$ cat src/rtl/pcm_pkg.sv
package pcm_pkg;
  typedef struct packed {
    logic pwr_down;
    logic mclk_shared;
    logic sync_mode;
    logic fsel_hi;
  } pcm_mode_t;

  function automatic pcm_mode_t decode_mode(input logic mclk_static, input logic mclk_level,
                                            input logic bclk_static, input logic bclk_level);
    pcm_mode_t m;
    m.pwr_down    = mclk_static & mclk_level;
    m.mclk_shared = mclk_static & ~mclk_level;
    m.sync_mode   = bclk_static & ~m.pwr_down;
    m.fsel_hi     = m.sync_mode & bclk_level;
    return m;
  endfunction
endpackage

$ cat src/rtl/pcm_static_det.sv
module pcm_static_det #(
  parameter int WIN = 32
) (
  input  logic clk_i,
  input  logic rst_ni,
  input  logic pin_i,
  output logic static_o,
  output logic level_o
);
  localparam int CW = $clog2(WIN + 1);

  logic          pin_q;
  logic [CW-1:0] quiet_q;
  logic          edge_w;

  assign edge_w = pin_i ^ pin_q;

  always_ff @(posedge clk_i or negedge rst_ni) begin
    if (!rst_ni) begin
      pin_q   <= 1'b0;
      quiet_q <= '0;
    end else begin
      pin_q <= pin_i;
      if (edge_w) quiet_q <= '0;
      else if (quiet_q != CW'(WIN)) quiet_q <= quiet_q + 1'b1;
    end
  end

  assign static_o = (quiet_q == CW'(WIN));
  assign level_o  = pin_q;

  // an edge on the pin clears static status on the next cycle
  assert_edge_clears_R7: assert property (@(posedge clk_i) disable iff (!rst_ni)
    (pin_i != pin_q) |=> !static_o);
endmodule

$ cat src/rtl/pcm_tx_slot.sv
module pcm_tx_slot #(
  parameter int W = 8
) (
  input  logic         clk_i,
  input  logic         rst_ni,
  input  logic         en_i,
  input  logic         bclk_i,
  input  logic         fs_i,
  input  logic [W-1:0] word_i,
  output logic         sd_o,
  output logic         oe_o
);
  localparam int CW = $clog2(W);

  logic          bclk_q, armed_q, active_q;
  logic [CW-1:0] cnt_q;
  logic [W-1:0]  sh_q;
  logic          rise_w;

  assign rise_w = bclk_i & ~bclk_q;

  always_ff @(posedge clk_i or negedge rst_ni) begin
    if (!rst_ni) begin
      bclk_q   <= 1'b0;
      armed_q  <= 1'b0;
      active_q <= 1'b0;
      cnt_q    <= '0;
      sh_q     <= '0;
    end else begin
      bclk_q <= bclk_i;
      if (!en_i) begin
        armed_q  <= 1'b0;
        active_q <= 1'b0;
        cnt_q    <= '0;
      end else begin
        if (!fs_i) armed_q <= 1'b1;
        if (rise_w) begin
          if (active_q) begin
            if (cnt_q == CW'(W - 1)) active_q <= 1'b0;
            else begin
              cnt_q <= cnt_q + 1'b1;
              sh_q  <= {sh_q[W-2:0], 1'b0};
            end
          end else if (armed_q && fs_i) begin
            active_q <= 1'b1;
            armed_q  <= 1'b0;
            cnt_q    <= '0;
            sh_q     <= word_i;
          end
        end
      end
    end
  end

  assign sd_o = sh_q[W-1];
  assign oe_o = active_q;

  assert_start_needs_fs_R2: assert property (@(posedge clk_i) disable iff (!rst_ni)
    $rose(active_q) |-> ($past(fs_i) && $past(armed_q) && $past(rise_w)));
  assert_end_after_last_bit_R4: assert property (@(posedge clk_i) disable iff (!rst_ni)
    $fell(active_q) |-> (($past(cnt_q) == CW'(W - 1)) || !$past(en_i)));
endmodule

$ cat src/rtl/pcm_rx_slot.sv
module pcm_rx_slot #(
  parameter int W = 8
) (
  input  logic         clk_i,
  input  logic         rst_ni,
  input  logic         en_i,
  input  logic         bclk_i,
  input  logic         fs_i,
  input  logic         sd_i,
  output logic [W-1:0] word_o,
  output logic         valid_o
);
  localparam int CW = $clog2(W);

  logic          bclk_q, armed_q, active_q, valid_q;
  logic [CW-1:0] cnt_q;
  logic [W-1:0]  sh_q, word_q;
  logic          rise_w, fall_w;

  assign rise_w = bclk_i & ~bclk_q;
  assign fall_w = ~bclk_i & bclk_q;

  always_ff @(posedge clk_i or negedge rst_ni) begin
    if (!rst_ni) begin
      bclk_q   <= 1'b0;
      armed_q  <= 1'b0;
      active_q <= 1'b0;
      valid_q  <= 1'b0;
      cnt_q    <= '0;
      sh_q     <= '0;
      word_q   <= '0;
    end else begin
      bclk_q  <= bclk_i;
      valid_q <= 1'b0;
      if (!en_i) begin
        armed_q  <= 1'b0;
        active_q <= 1'b0;
        cnt_q    <= '0;
      end else begin
        if (!fs_i) armed_q <= 1'b1;
        if (active_q && fall_w) begin
          sh_q <= {sh_q[W-2:0], sd_i};
          if (cnt_q == CW'(W - 1)) begin
            active_q <= 1'b0;
            valid_q  <= 1'b1;
            word_q   <= {sh_q[W-2:0], sd_i};
          end else cnt_q <= cnt_q + 1'b1;
        end else if (!active_q && rise_w && armed_q && fs_i) begin
          active_q <= 1'b1;
          armed_q  <= 1'b0;
          cnt_q    <= '0;
        end
      end
    end
  end

  assign word_o  = word_q;
  assign valid_o = valid_q;

  assert_valid_one_cycle_R6: assert property (@(posedge clk_i) disable iff (!rst_ni)
    valid_q |=> !valid_q);
  assert_valid_from_slot_R5: assert property (@(posedge clk_i) disable iff (!rst_ni)
    valid_q |-> ($past(active_q) && !active_q));
endmodule

$ cat src/rtl/pcm_serial_port.sv
module pcm_serial_port
  import pcm_pkg::*;
#(
  parameter int SAMPLE_W   = 8,
  parameter int STATIC_WIN = 32
) (
  input  logic                clk_i,
  input  logic                rst_ni,
  input  logic                tx_bclk_i,
  input  logic                tx_fs_i,
  input  logic [SAMPLE_W-1:0] tx_word_i,
  output logic                tx_sd_o,
  output logic                tx_oe_o,
  output logic                tx_slot_n_o,
  input  logic                rx_mclk_i,
  input  logic                rx_bclk_i,
  input  logic                rx_fs_i,
  input  logic                rx_sd_i,
  output logic [SAMPLE_W-1:0] rx_word_o,
  output logic                rx_valid_o,
  output logic                pwr_down_o,
  output logic                mclk_shared_o,
  output logic                sync_mode_o,
  output logic                fsel_hi_o
);
  localparam int NPIN = 2;

  logic [NPIN-1:0] pins_w, static_w, level_w;
  pcm_mode_t       mode_w;
  logic            rx_clk_w, tx_oe_w;

  assign pins_w = {rx_bclk_i, rx_mclk_i};

  for (genvar g = 0; g < NPIN; g++) begin : g_det
    pcm_static_det #(.WIN(STATIC_WIN)) u_det (
      .clk_i   (clk_i),
      .rst_ni  (rst_ni),
      .pin_i   (pins_w[g]),
      .static_o(static_w[g]),
      .level_o (level_w[g])
    );
  end

  assign mode_w = decode_mode(static_w[0], level_w[0], static_w[1], level_w[1]);

  // sync mode: transmit bit clock drives the receive slot too
  assign rx_clk_w = mode_w.sync_mode ? tx_bclk_i : rx_bclk_i;

  pcm_tx_slot #(.W(SAMPLE_W)) u_tx (
    .clk_i (clk_i),
    .rst_ni(rst_ni),
    .en_i  (~mode_w.pwr_down),
    .bclk_i(tx_bclk_i),
    .fs_i  (tx_fs_i),
    .word_i(tx_word_i),
    .sd_o  (tx_sd_o),
    .oe_o  (tx_oe_w)
  );

  pcm_rx_slot #(.W(SAMPLE_W)) u_rx (
    .clk_i  (clk_i),
    .rst_ni (rst_ni),
    .en_i   (~mode_w.pwr_down),
    .bclk_i (rx_clk_w),
    .fs_i   (rx_fs_i),
    .sd_i   (rx_sd_i),
    .word_o (rx_word_o),
    .valid_o(rx_valid_o)
  );

  assign tx_oe_o       = tx_oe_w;
  assign tx_slot_n_o   = ~tx_oe_w;
  assign pwr_down_o    = mode_w.pwr_down;
  assign mclk_shared_o = mode_w.mclk_shared;
  assign sync_mode_o   = mode_w.sync_mode;
  assign fsel_hi_o     = mode_w.fsel_hi;

  assert_pd_quiet_R8: assert property (@(posedge clk_i) disable iff (!rst_ni)
    ($past(pwr_down_o) && pwr_down_o) |-> (!tx_oe_o && !rx_valid_o));
  assert_modes_exclusive_R9: assert property (@(posedge clk_i) disable iff (!rst_ni)
    $onehot0({pwr_down_o, mclk_shared_o}));
endmodule

$ cat config.mk
export PLATFORM = sky130hd
export DESIGN_NAME = pcm_serial_port
export DESIGN_NICKNAME = d
export VERILOG_FILES = /design/src/rtl/pcm_pkg.sv /design/src/rtl/pcm_static_det.sv /design/src/rtl/pcm_tx_slot.sv /design/src/rtl/pcm_rx_slot.sv /design/src/rtl/pcm_serial_port.sv
export SDC_FILE = /design/constraint.sdc
export NUM_CORES = 1
export LEC_CHECK = 0
export BUFFER_PORTS_ARGS = -buffer_cell sky130_fd_sc_hd__buf_2
export CORE_MARGIN = 4
export CORE_UTILIZATION = 56
export CTS_CLUSTER_SIZE = 12
export DETAILED_ROUTE_END_ITERATION = 16
export PLACE_DENSITY = 0.78
export SLEW_MARGIN = 20
export SYNTH_ARGS = -nofsm -noshare
export SYNTH_HDL_FRONTEND = slang
export SYNTH_SLANG_ARGS = --single-unit
$ cat constraint.sdc
create_clock -name clk_i -period 2.49 [get_ports clk_i]
set_input_delay 0.249 -clock clk_i [delete_from_list [all_inputs] [get_ports clk_i]]
set_output_delay 0.249 -clock clk_i [all_outputs]
set_load 0.01 [all_outputs]
==> impl_metrics.yaml <==
status:
  status: "finished, final reports clean"
cts:
  clock_latency_ns: 0.30
  cts_hold_buf: 1
  postCtsResizedCells: 0
  htreeDepth: 2
  cts_setup_buffers: 0
  clock_path_buffers: 2
  numCtsBuffers: 5
  numClockSinks: 50
  path_clk_slew_ns: 0.09
  cts_tree: "built"
  cts_root_buf: "clkbuf_8"
yosys:
  ys_types: 31
  syn_inst: 196
  synth_area_leaders: "dfrtp_1 55%, mux2_2 7.4%, ha_1 4.4%, mux2i_1 4.4%, nor2_1 2.8%"
  avgSynthCellArea_um2: 11.7
  yosysWarnings: 0
  yosysSeqAreaShare_pct: 54.6
  synth-seq-cells: 50
  syn_nets: 220
  syn_area_um2: 2290
  synth_top_area_cell: "dfrtp_1"
  yosys.area.top_type_share_pct: 54.6
sta:
  timing.final.crit_period_ns: 2.22
  skew_ns: 0.00777
  hold_viol: 0
  rsz0062_at_grt: "false"
  final.period_utilization_pct: 89.0
  fmax_mhz: 451
  tightest_slew_ns: 0.590
  max-slew-margin-rel_pct: 60.6
  finalSetupViolations: 0
  drv_slew: 0
  tns_ns: 0
pwr:
  p_leak_nw: 1.32
  swShare_pct: 30.1
  p_int_w: 0.00155
  p_seq_share_pct: 54.2
  switching_power_w: 0.000667
  powerDensity_nw_per_um2: 841
  clockPowerShare_pct: 22.1
  irDropWorstVdd_uv: 629
  power_frac_comb_pct: 23.7
detailed_routing:
  viasPerCell: 5.28
  first_iter_violations: 96
  wirelength_um: 3930
  first_pass_iters: 4
  drc: 0
  drtAntennaViolNets: 0
  post_drt_wl_per_cell_um: 13.7
  num_vias: 1511
floorplan:
  dieWidth_um: 72.0
  die_h_um: 72.0
  row_count: 22
  die-area_um2: 5180
  core-area_um2: 3800
  ioPinCount: 32
  start_util_pct: 60.3
worst_setup_path:
  critPathBufInv: 2
  worstSetupPathType: "register to register"
  path_max_fanout: 11
  crit_arrival_ns: 2.40
  max_stage_delay_ns: 0.40
  critPathSlowestCell: "dfrtp_1"
  end_kind: "register"
  cp-start-kind: "register"
  critPathTopFamily: "simple AND/OR/NAND/NOR gates"
  cp.required_ns: 2.68
  path_cells: "inv_1 -> ha_1 -> nand4bb_4 -> or2_4 -> a2111oi_4 -> buf_4 -> nand2_4 -> mux2_2"
final_layout:
  syn_to_final_growth_pct: 15.0
  n_fill_cell: 285
  drive_gt1_share_pct: 27.7
  final_nets: 261
  fin_util_pct: 69.3
  diodes: 0
global_route:
  grt_pass1_vias: 1502
  antenna_found_initial: 0
  grt_use_total_pct: 17.2
  grt_max_degree: 20
  grt_pass1_wl_um: 6880
  overflow: 0
place:
  dp_hpwl_um: 2870
  io_buffers: 31
  place_congestion: 0.859
hold_path:
  hold_path_class: "primary input to register"
flow_run:
  drv_cap: 0
-- per-layer routing --
metal / up-vias / track usage (%) / routed length, um
met5: - / 0 / 0
met4: 0 / 8.35 / 69
met3: 5 / 4.02 / 151
met2: 30 / 25.9 / 1830
met1: 724 / 23.4 / 1870
li1: 752 / - / -
-- final timing paths --
path | slack [ns] | cells past startpoint | end | from
setup reg to reg | 0.27 | 8 | u_rx.word_o[4] | g_det[1].u_det.quiet_q[0]
setup / recovery | 0.27 | 8 | u_rx.word_o[4] | g_det[1].u_det.quiet_q[0]
hold reg to reg | 0.49 | 2 | u_tx.sh_q[0] | u_tx.sh_q[0]
max in group asynchronous | 1.58 | 3 | u_rx.word_o[7] | rst_ni
min in group asynchronous | 0.36 | 2 | u_tx.armed_q | rst_ni
hold / removal | 0.08 | 1 | g_det[0].u_det.level_o | rx_mclk_i
-- power groups by stage --
stage | logic (W) | clock network [W] | registers, W
3_3_place_gp | 0.000509 | 0 | 0.00121
2_1_floorplan | 0.000358 | 0 | 0.00119
4_1_cts | 0.000537 | 0.000513 | 0.00120
6_report | 0.000525 | 0.000490 | 0.00120
5_1_grt | 0.000602 | 0.000553 | 0.00123
3_5_place_dp | 0.000534 | 0 | 0.00121
-- through the flow --
step | worst slack [ns] | total power (W) | area [um2] | instances | hold slack [ns]
2_1_floorplan | 0.398 | 0.00155 | 2290 | 196 | -0.0466
3_3_place_gp | 0.343 | 0.00171 | 2520 | 277 | 0.164
3_5_place_dp | 0.274 | 0.00175 | 2520 | 277 | 0.162
4_1_cts | 0.268 | 0.00225 | 2630 | 286 | 0.0676
5_1_grt | 0.140 | 0.00239 | 2630 | 286 | 0.0675
6_report | 0.274 | 0.00222 | 2630 | 286 | 0.0814
-- cells in the mapped netlist --
library cell,n
a2111oi_4,1
a21oi_1,8
dfrtp_1,50
nand2_4,1
inv_2,1
and4bb_1,1
o21ai_0,12
xor2_1,7
xnor2_1,4
a31oi_1,1
nor2_1,17
or2_4,1
o2111ai_1,1
nand2b_1,5
nand3_1,7
inv_1,9
nor3_1,3
a31o_2,1
a32o_1,3
nand4bb_4,1
nand2_2,1
clkbuf_1,1
mux2i_1,10
nor2b_1,5
buf_6,1
ha_1,8
and3_1,3
mux2_2,15
nand3b_1,3
buf_1,1
nand2_1,14
-- cells by family (layout without fill, tap and decap cells) --
family | count (synthesis) | count (layout) | synth area share, %
xor+xnor | 11 | 11 | 4.21
buf+inv | 13 | 55 | 2.46
compound gates | 27 | 27 | 7.92
fa+ha+maj | 8 | 8 | 4.37
mux | 25 | 25 | 11.7
simple gates | 62 | 62 | 14.7
flops | 50 | 50 | 54.6
-- sequential cells by signal, summed over array words and instances (netlist names), 2 cells and up --
| name | count |
|---|---|
| g_det.u_det.quiet_q | 12 |
| u_rx.word_o | 8 |
| u_tx.sh_q | 8 |
| u_rx.sh_q | 7 |
| u_rx.cnt_q | 3 |
| u_tx.cnt_q | 3 |
| g_det.u_det.level_o | 2 |
-- area by class of cell --
type	instances	area, um2	share of cell area (%)
flip-flops and latches	50	1250	47.5
multi-input cells	133	983	37.3
repair buffers	37	203	7.70
clock buffers	6	82.6	3.14
well taps	48	60.1	2.28
inverters	10	37.5	1.43
clock inverters	2	16.3	0.618
-- cell usage in the layout (no fill, tap or decap), types with 6 or more instances in the layout --
| cell type | n |
|---|---|
| ha_1 | 8 |
| xor2_1 | 7 |
| o21ai_0 | 12 |
| nand2_1 | 14 |
| dfrtp_1 | 50 |
| nor2_1 | 17 |
| inv_1 | 9 |
| nand3_1 | 7 |
| mux2i_1 | 10 |
| buf_2 | 31 |
| clkbuf_8 | 6 |
| a21oi_1 | 8 |
| mux2_2 | 15 |
-- worst reg2reg max path, stage by stage, from the launching register on --
cell       delay, ns
dfrtp_1         0.40
inv_1           0.09
ha_1            0.20
nand4bb_4       0.14
or2_4           0.28
a2111oi_4       0.33
buf_4           0.25
nand2_4         0.12
mux2_2          0.30
(Power assumes the default switching activity.)
